[src/rtl/nps_pkg.sv]
package nps_pkg;

    typedef enum logic [3:0] {
        OP_PSET = 4'd0,
        OP_JP   = 4'd1,
        OP_JPC  = 4'd2,
        OP_JPNC = 4'd3,
        OP_JPZ  = 4'd4,
        OP_JPNZ = 4'd5,
        OP_JPBA = 4'd6,
        OP_CALL = 4'd7,
        OP_CALZ = 4'd8,
        OP_RET  = 4'd9,
        OP_RETS = 4'd10,
        OP_RETD = 4'd11
    } nps_op_e;

    function automatic logic op_known(input logic [3:0] o);
        return o <= OP_RETD;
    endfunction

    function automatic logic op_is_call(input logic [3:0] o);
        return (o == OP_CALL) || (o == OP_CALZ);
    endfunction

    function automatic logic op_is_ret(input logic [3:0] o);
        return (o == OP_RET) || (o == OP_RETS) || (o == OP_RETD);
    endfunction

endpackage

[src/rtl/nps_timer.sv]
module nps_timer #(
    parameter int STEP_W = 4
) (
    input  logic              clk,
    input  logic              rst_n,
    input  logic              start,
    input  logic [STEP_W-1:0] len,
    output logic              busy,
    output logic [STEP_W-1:0] step,
    output logic              last
);

    typedef struct packed {
        logic              busy;
        logic [STEP_W-1:0] step;
        logic [STEP_W-1:0] len;
    } tmr_t;

    tmr_t t_d, t_q;

    always_comb begin
        t_d = t_q;
        if (t_q.busy) begin
            if (t_q.step == t_q.len - STEP_W'(1)) begin
                t_d.busy = 1'b0;
                t_d.step = '0;
            end else begin
                t_d.step = t_q.step + STEP_W'(1);
            end
        end else if (start) begin
            t_d.busy = 1'b1;
            t_d.step = '0;
            t_d.len  = len;
        end
    end

    always_ff @(posedge clk or negedge rst_n) begin
        if (!rst_n) t_q <= '0;
        else        t_q <= t_d;
    end

    assign busy = t_q.busy;
    assign step = t_q.step;
    assign last = t_q.busy && (t_q.step == t_q.len - STEP_W'(1));

endmodule

[src/rtl/nps_memport.sv]
module nps_memport
    import nps_pkg::*;
#(
    parameter int ADDR_W = 8,
    parameter int STEP_W = 4
) (
    input  logic [3:0]        op,
    input  logic              busy,
    input  logic [STEP_W-1:0] step,
    input  logic [ADDR_W-1:0] sp,
    input  logic [ADDR_W-1:0] x,
    input  logic [3:0]        pcp,
    input  logic [7:0]        pcs,
    input  logic [7:0]        imm,
    output logic [ADDR_W-1:0] raddr,
    output logic              we,
    output logic [ADDR_W-1:0] waddr,
    output logic [3:0]        wdata
);

    // Pops read SP, SP+1, SP+2 in steps 0..2; the address simply tracks the step.
    assign raddr = sp + ADDR_W'(step);

    always_comb begin
        we    = 1'b0;
        waddr = sp;
        wdata = '0;
        if (busy && op_is_call(op)) begin
            case (step)
                STEP_W'(0): begin we = 1'b1; waddr = sp - ADDR_W'(1); wdata = pcp; end
                STEP_W'(1): begin we = 1'b1; waddr = sp - ADDR_W'(2); wdata = pcs[7:4]; end
                STEP_W'(2): begin we = 1'b1; waddr = sp - ADDR_W'(3); wdata = pcs[3:0] + 4'd1; end
                default: ;
            endcase
        end else if (busy && (op == OP_RETD)) begin
            case (step)
                STEP_W'(3): begin we = 1'b1; waddr = x;                wdata = imm[3:0]; end
                STEP_W'(4): begin we = 1'b1; waddr = x + ADDR_W'(1);   wdata = imm[7:4]; end
                default: ;
            endcase
        end
    end

endmodule

[src/rtl/nps_target.sv]
module nps_target
    import nps_pkg::*;
#(
    parameter int ADDR_W = 8
) (
    input  logic [3:0]        op,
    input  logic              taken,
    input  logic              nbank,
    input  logic [3:0]        npage,
    input  logic [7:0]        imm,
    input  logic [3:0]        reg_a,
    input  logic [3:0]        reg_b,
    input  logic [3:0]        pop_l,
    input  logic [3:0]        pop_h,
    input  logic [3:0]        pop_p,
    input  logic              cur_pcb,
    input  logic [3:0]        cur_pcp,
    input  logic [7:0]        cur_pcs,
    input  logic [ADDR_W-1:0] cur_sp,
    input  logic [ADDR_W-1:0] cur_x,
    output logic              n_pcb,
    output logic [3:0]        n_pcp,
    output logic [7:0]        n_pcs,
    output logic [ADDR_W-1:0] n_sp,
    output logic [ADDR_W-1:0] n_x,
    output logic              n_nbank,
    output logic [3:0]        n_npage
);

    logic [11:0] popped;
    logic [11:0] popped_inc;

    assign popped     = {pop_p, pop_h, pop_l};
    assign popped_inc = popped + 12'd1;

    always_comb begin
        n_pcb   = cur_pcb;
        n_pcp   = cur_pcp;
        n_pcs   = cur_pcs;
        n_sp    = cur_sp;
        n_x     = cur_x;
        n_nbank = nbank;
        n_npage = npage;
        case (op)
            OP_PSET: begin
                n_nbank = imm[4];
                n_npage = imm[3:0];
            end
            OP_JP, OP_JPC, OP_JPNC, OP_JPZ, OP_JPNZ: begin
                if (taken) begin
                    n_pcb = nbank;
                    n_pcp = npage;
                    n_pcs = imm;
                end
            end
            OP_JPBA: begin
                n_pcb = nbank;
                n_pcp = npage;
                n_pcs = {reg_b, reg_a};
            end
            OP_CALL, OP_CALZ: begin
                n_sp  = cur_sp - ADDR_W'(3);
                n_pcp = (op == OP_CALZ) ? 4'd0 : npage;
                n_pcs = imm;
            end
            OP_RET, OP_RETD: begin
                n_sp           = cur_sp + ADDR_W'(3);
                {n_pcp, n_pcs} = popped;
                if (op == OP_RETD) n_x = cur_x + ADDR_W'(2);
            end
            OP_RETS: begin
                n_sp           = cur_sp + ADDR_W'(3);
                {n_pcp, n_pcs} = popped_inc;
            end
            default: ;
        endcase
    end

endmodule

[src/rtl/nibstack_pc_seq.sv]
module nibstack_pc_seq
    import nps_pkg::*;
#(
    parameter int         ADDR_W     = 8,
    parameter int         CYC_JUMP   = 5,
    parameter int         CYC_CALL   = 7,
    parameter int         CYC_LONG   = 12,
    parameter logic [3:0] RESET_PAGE = 4'd1
) (
    input  logic              clk,
    input  logic              rst_n,
    input  logic              op_valid,
    input  logic [3:0]        op,
    input  logic [7:0]        imm,
    input  logic              flag_c,
    input  logic              flag_z,
    input  logic [3:0]        reg_a,
    input  logic [3:0]        reg_b,
    input  logic [ADDR_W-1:0] idx_x,
    input  logic [3:0]        mem_rdata,
    output logic [ADDR_W-1:0] mem_raddr,
    output logic              mem_we,
    output logic [ADDR_W-1:0] mem_waddr,
    output logic [3:0]        mem_wdata,
    output logic              pc_bank,
    output logic [3:0]        pc_page,
    output logic [7:0]        pc_step,
    output logic [ADDR_W-1:0] sp,
    output logic              x_we,
    output logic [ADDR_W-1:0] x_wdata,
    output logic              busy
);

    localparam int STEP_W = $clog2(CYC_LONG + 1);

    typedef struct packed {
        logic              pcb;
        logic [3:0]        pcp;
        logic [7:0]        pcs;
        logic [ADDR_W-1:0] sp;
        logic              nbank;
        logic [3:0]        npage;
        logic [3:0]        op;
        logic [7:0]        imm;
        logic [3:0]        a;
        logic [3:0]        b;
        logic [ADDR_W-1:0] x;
        logic              taken;
        logic [3:0]        pop_l;
        logic [3:0]        pop_h;
        logic [3:0]        pop_p;
    } seq_t;

    seq_t s_d, s_q;

    logic              start;
    logic [STEP_W-1:0] len;
    logic [STEP_W-1:0] step;
    logic              last;
    logic              take_now;

    logic              t_pcb, t_nbank;
    logic [3:0]        t_pcp, t_npage;
    logic [7:0]        t_pcs;
    logic [ADDR_W-1:0] t_sp, t_x;

    assign start = op_valid && !busy && op_known(op);

    always_comb begin
        case (op)
            OP_CALL, OP_CALZ, OP_RET: len = STEP_W'(CYC_CALL);
            OP_RETS, OP_RETD:         len = STEP_W'(CYC_LONG);
            default:                  len = STEP_W'(CYC_JUMP);
        endcase
        case (op)
            OP_JPC:  take_now = flag_c;
            OP_JPNC: take_now = !flag_c;
            OP_JPZ:  take_now = flag_z;
            OP_JPNZ: take_now = !flag_z;
            default: take_now = 1'b1;
        endcase
    end

    nps_timer #(.STEP_W(STEP_W)) u_timer (
        .clk   (clk),
        .rst_n (rst_n),
        .start (start),
        .len   (len),
        .busy  (busy),
        .step  (step),
        .last  (last)
    );

    nps_memport #(.ADDR_W(ADDR_W), .STEP_W(STEP_W)) u_memport (
        .op    (s_q.op),
        .busy  (busy),
        .step  (step),
        .sp    (s_q.sp),
        .x     (s_q.x),
        .pcp   (s_q.pcp),
        .pcs   (s_q.pcs),
        .imm   (s_q.imm),
        .raddr (mem_raddr),
        .we    (mem_we),
        .waddr (mem_waddr),
        .wdata (mem_wdata)
    );

    nps_target #(.ADDR_W(ADDR_W)) u_target (
        .op      (s_q.op),
        .taken   (s_q.taken),
        .nbank   (s_q.nbank),
        .npage   (s_q.npage),
        .imm     (s_q.imm),
        .reg_a   (s_q.a),
        .reg_b   (s_q.b),
        .pop_l   (s_q.pop_l),
        .pop_h   (s_q.pop_h),
        .pop_p   (s_q.pop_p),
        .cur_pcb (s_q.pcb),
        .cur_pcp (s_q.pcp),
        .cur_pcs (s_q.pcs),
        .cur_sp  (s_q.sp),
        .cur_x   (s_q.x),
        .n_pcb   (t_pcb),
        .n_pcp   (t_pcp),
        .n_pcs   (t_pcs),
        .n_sp    (t_sp),
        .n_x     (t_x),
        .n_nbank (t_nbank),
        .n_npage (t_npage)
    );

    always_comb begin
        s_d = s_q;
        if (start) begin
            s_d.op    = op;
            s_d.imm   = imm;
            s_d.a     = reg_a;
            s_d.b     = reg_b;
            s_d.x     = idx_x;
            s_d.taken = take_now;
        end
        if (busy && op_is_ret(s_q.op)) begin
            case (step)
                STEP_W'(0): s_d.pop_l = mem_rdata;
                STEP_W'(1): s_d.pop_h = mem_rdata;
                STEP_W'(2): s_d.pop_p = mem_rdata;
                default: ;
            endcase
        end
        if (last) begin
            s_d.pcb   = t_pcb;
            s_d.pcp   = t_pcp;
            s_d.pcs   = t_pcs;
            s_d.sp    = t_sp;
            s_d.nbank = t_nbank;
            s_d.npage = t_npage;
        end
    end

    always_ff @(posedge clk or negedge rst_n) begin
        if (!rst_n) begin
            s_q     <= '0;
            s_q.pcp <= RESET_PAGE;
        end else begin
            s_q <= s_d;
        end
    end

    assign pc_bank = s_q.pcb;
    assign pc_page = s_q.pcp;
    assign pc_step = s_q.pcs;
    assign sp      = s_q.sp;
    assign x_we    = last && (s_q.op == OP_RETD);
    assign x_wdata = t_x;

endmodule

[config.mk]
export PLATFORM = sky130hd
export DESIGN_NAME = nibstack_pc_seq
export DESIGN_NICKNAME = d
export VERILOG_FILES = /design/src/rtl/nps_pkg.sv /design/src/rtl/nps_timer.sv /design/src/rtl/nps_memport.sv /design/src/rtl/nps_target.sv /design/src/rtl/nibstack_pc_seq.sv
export SDC_FILE = /design/constraint.sdc
export NUM_CORES = 1
export LEC_CHECK = 0
export BUFFER_PORTS_ARGS = -buffer_cell sky130_fd_sc_hd__buf_4
export CORE_MARGIN = 2
export CORE_UTILIZATION = 50
export CTS_BUF_LIST = sky130_fd_sc_hd__clkbuf_16
export CTS_CLUSTER_DIAMETER = 50
export DETAILED_ROUTE_END_ITERATION = 7
export GPL_ROUTABILITY_DRIVEN = 0
export PLACE_DENSITY = 0.69
export SKIP_LAST_GASP = 1
export SYNTH_ARGS = -nofsm -noshare
export SYNTH_HDL_FRONTEND = slang
export SYNTH_SLANG_ARGS = --single-unit
[constraint.sdc]
create_clock -name clk -period 3.15 [get_ports clk]
set_clock_uncertainty 0.1 [all_clocks]
set_input_delay 0.63 -clock clk [delete_from_list [all_inputs] [get_ports clk]]
set_output_delay 0.63 -clock clk [all_outputs]
set_load 0.005 [all_outputs]
======== Word level (Yosys, flattened, before mapping) ========
Index checks and enable logic that the tools add are counted.
operators by class
  bitwise operators ....................... 1
  $lt $le $gt $ge ......................... 1
  mux-type cells .......................... 28
  equality and inequality tests ........... 26
  reductions and logical operators ........ 35
  $add $sub $neg .......................... 11
operator list
  operator                                                            count
  8-bit 2-to-1 mux                                                    5
  8-bit one-hot mux with 5 select lines                               1
  4-bit by 3-bit == test with 1-bit output, second input constant     8
  4-bit == test, second input constant                                8
  8-bit one-hot mux with 2 select lines                               2
  4-bit by 2-bit == test with 1-bit output, second input constant     6
  8-bit one-hot mux with 3 select lines                               1
  4-bit 2-to-1 mux                                                    5
  4-bit one-hot mux with 5 select lines                               1
  8-bit by 2-bit adder with 8-bit output, second input constant       2
  4-bit one-hot mux with 2 select lines                               2
  8-bit by 2-bit subtractor with 8-bit output, second input constant  2
  12-bit by 1-bit adder with 12-bit output, second input constant     1
  4-bit one-hot mux with 3 select lines                               1
  2-bit AND reduction                                                 6
  9-bit 2-to-1 mux                                                    1
  3-bit OR reduction                                                  3
  4-bit by 1-bit adder with 4-bit output, second input constant       2
  8-bit by 1-bit adder with 8-bit output, second input constant       1
  8-bit by 4-bit adder with 8-bit output                              1
  4-bit by 1-bit == test with 1-bit output, second input constant     2
  4-bit logical NOT                                                   2
  2-bit OR reduction                                                  4
  8-bit by 1-bit subtractor with 8-bit output, second input constant  1
  16 further kinds                                                    34
word-level totals
  logic and storage cells ................. 120
  register bits ........................... 76
  input port bits ......................... 37

======== Depth between registers and ports, before layout ========
  depth in word-level cells ............... 5
  mapped depth ............................ 9
  depth with buffers taken out ............ 8

======== Hierarchy ========
From an unflattened synthesis, not the netlist that was laid out.
second synthesis, totals
  cells, all modules ...................... 603
  area, all modules ....................... 5778.0 µm²
by module, submodules not included
  module           area an instance (µm²)  times used  cells an instance
  nibstack_pc_seq  2820.2                  1           189
  nps_target       1353.8                  1           193
  nps_memport      1108.6                  1           171
  nps_timer        495.5                   1           50

======== Least setup slack after synthesis ========
Ideal clock, no wire load.
  kind .................................... flip-flop to output port
  start ................................... reg s_q (netlist bit sp[2])
  end ..................................... out mem_waddr[7]
  arrival time ............................ 2.033 ns
  data required time ...................... 2.420 ns
  stages on the path, launching flop included .. 9
  slack ................................... 0.387 ns
  buffers on the path ..................... 1
  cells stage by stage .................... dfrtp_1 > clkbuf_1 > inv_1 > ha_1 > a2111o_1 > nor3_1 > xor2_1 > a21oi_1 > a22oi_1
on the way
  longest elaborated chain between the ends .. 3
RTL lines
  item                                                                       line                   source
  start, declared                                                            nibstack_pc_seq.sv:54  seq_t s_d, s_q;
  8-bit by 2-bit subtractor with 8-bit output, or another cell as far along  nps_memport.sv:32      STEP_W'(2): begin we = 1'b1; waddr = sp - ADDR_W'(3); wdata = pcs[3:0] + 4'd1; end
  8-bit one-hot mux with 3 select lines (*)                                  nps_memport.sv:29      case (step)
  8-bit 2-to-1 mux (*)                                                       nps_memport.sv:28      if (busy && op_is_call(op)) begin
  end, declared                                                              nibstack_pc_seq.sv:23  output logic [ADDR_W-1:0] mem_waddr,
Mark *: on every way between the ends. The rest lies on a longest branch, timed or not.

======== Worst setup path after layout ========
  start ................................... reg s_q (netlist bit sp[1])
  end ..................................... out mem_waddr[7]
Same word-level chain as after synthesis.

==> metrics.yaml <==
cp.arrival_ns: 2.29
drc: 0
timing.fmax_mhz: 331
min_period_ns: 3.02
antenna_left: 0
ys_seq_area_frac: 0.346
port_buffers: 88
area_delta_synth_final_pct: 19.1
clk_pin_slew_worst_paths_ns: 0.07
syn-num-nets: 655
die_w_um: 109
hpwl_um: 11200
async_flop_share: 1.00
max_slew_margin: 0.343
final_area_sq_um: 6560
ioPinCount: 89
syn_avg_cell_area_sq_um: 9.22
cts_sinks: 76
finalNonFillerCells: 806
grt_antenna_before_repair: 0
met1_usage: 0.394
setup_violations: 0
p_leak_nw: 2.83
hold_buffers: 0
clk_latency_ns: 0.33
drt-initial-drc-count: 428
synth_ff_type: "dfrtp_1"
cts_tree: "built"
routed_wl_um: 15200
worst_ep_required_time_ns: 2.42
gr-usage-met2: 0.390
grt_pass1_wl_um: 24000
end_kind: "output pin"
worstMarginPinSlew_ns: 0.986
synthesis.area_sq_um: 5510
syn-instance-count: 597
nets: 719
grt_pass1_vias: 4502
ys_seq_elements: 76
die_area_sq_um: 11900
cp-start-kind: "flop"
synth_cell_types: 70
grt_util_met3: 0.0478
power.density_nw_per_um2: 1110
clockBufferDepth: 2
drt_pass1_iterations: 8
busiest_layer: "met1"
die_y_um: 109
dp.cells: 788
timing.final.hold_violations: 0
start_util: 0.510
avgRoutedWirePerCell_um: 18.8
fp-row-count: 38
track_usage: 0.262
final_layout_size_suffix_gt1_frac: 0.305
overflow: 0
hp-class: "primary input to async pin"
grt_max_degree: 77
h-tree-depth: 3
fin_ws_ns: 0.128
vias_per_cell: 6.10
via_count: 4917
drv_slew: 0
ys_warn_count: 0
antenna_cells: 0
status: "finished, final reports clean"
fin_crit_sh: 0.959
peakVddDrop_mv: 0.569
drv_cap: 0
dpl_worst_slack_ns: 0.296
clk_root_buffer_cell: "clkbuf_16"
core_sq_um: 10800
synth-edff-count: 0
post_dp_cell_area_sq_um: 6180
critical_path_class: "flop to output pin"
critPathMaxFanout: 9
cts_inserted_buffers: 9
synthesized netlist by cell type (9+ instances only):
library cell,number,share of area
a21oi_1,25,0.023
a22oi_1,9,0.012
buf_2,11,0.010
buf_4,22,0.030
clkbuf_1,24,0.016
dfrtp_1,75,0.34
ha_1,20,0.045
inv_1,14,0.0095
mux2_2,44,0.090
nand2_1,47,0.032
nand2b_1,11,0.013
nand3_1,20,0.018
nor2_1,35,0.024
nor2b_1,10,0.011
nor3_1,15,0.014
o21ai_0,41,0.037
xnor2_1,22,0.035
xor2_1,14,0.022
worst paths after layout:
path	from	end	slack [ns]	cells past startpoint
min in group clk	s_q[45]	pc_bank	0.40	1
max in group asynchronous	rst_n	u_timer.busy	1.88	1
max	sp[1]	mem_waddr[7]	0.13	7
min reg2reg	s_q[45]	pc_bank	0.40	1
max reg2reg	u_timer.step[2]	s_q[42]	0.55	5
min	rst_n	sp[7]	0.31	1
cells in the final DEF (no fill, tap or decap), drive strengths merged, types with 5 or more instances in the layout:
master,Yosys,routed
buf,36,113
dfrtp,75,75
mux2,50,50
nand2,47,47
o21ai,44,44
nor2,37,37
a21oi,25,25
xnor2,22,22
nand3,20,20
ha,20,20
inv,14,17
nor3,15,15
xor2,14,14
nand2b,11,11
nor2b,10,10
a22oi,9,9
clkbuf,24,9
nor3b,9,9
nand4,8,8
o211ai,7,7
a221oi,7,7
o32ai,5,5
nand3b,5,5
o31ai,5,5
per-stage QoR:
stage	setup TNS, ns	util	power [mW]	hold WS [ns]
finish	0	0.607	7.29	0.306
global route	-0.00574	0.607	7.81	0.392
CTS	0	0.603	7.17	0.357
detailed placement	0	0.573	6.03	0.383
global placement	0	0.573	5.93	0.387
floorplan	0	-	4.66	0.234
per-layer routing:
layer | part of all wire | vias to the layer above
li1 | - | 2292
met1 | 0.46 | 2368
met2 | 0.45 | 241
met3 | 0.078 | 16
met4 | 0.011 | 0
met5 | 0 | -
critical path, stage by stage, from the launching register on:
cell,delay (ns)
dfrtp_2,0.48
ha_1,0.24
a2111o_1,0.48
nor3_1,0.21
xor2_1,0.17
a21oi_1,0.08
a22oi_1,0.16
buf_4,0.14
what timing repair did:
action                                 4_1_cts  5_1_grt
gates resized for setup                      3       14
endpoints found under the hold margin        0        0
setup endpoints to repair                   10       11
buffers inserted                             0        2
gates cloned                                 0        0
logic make-up after synthesis:
group	share of synthesized area
buffers and inverters	0.0707
AND/OR/NAND/NOR	0.182
adder cells (fa/ha/maj)	0.0491
multiplexers	0.109
AO/OA/AOI/OAI	0.182
XOR/XNOR	0.0616
flip-flops	0.346
state kept, by name (all words and copies together) (netlist names):
register	flops
s_q	46
sp	8
u_timer.step	4
pc_page	4
pc_bank	1
pc_step	8
u_timer.busy	1
u_timer.t_q	4
power breakdown:
part	switching, mW	total [mW]	internal (mW)	leakage, nW
sequential	0.694	2.13	1.44	0.923
combinational	2.08	4.05	1.97	1.74
clock	0.417	1.11	0.693	0.159
final cells by class:
class                      count  area, sq um
inverter                      14         52.6
timing repair buffer         113          848
clock inverter                 7         92.6
fill                         920         4240
clock buffer                   9          225
sequential                    76         1910
tap                          140          175
multi-input combinational    447         3250
Power figures use the tool's default switching activity.
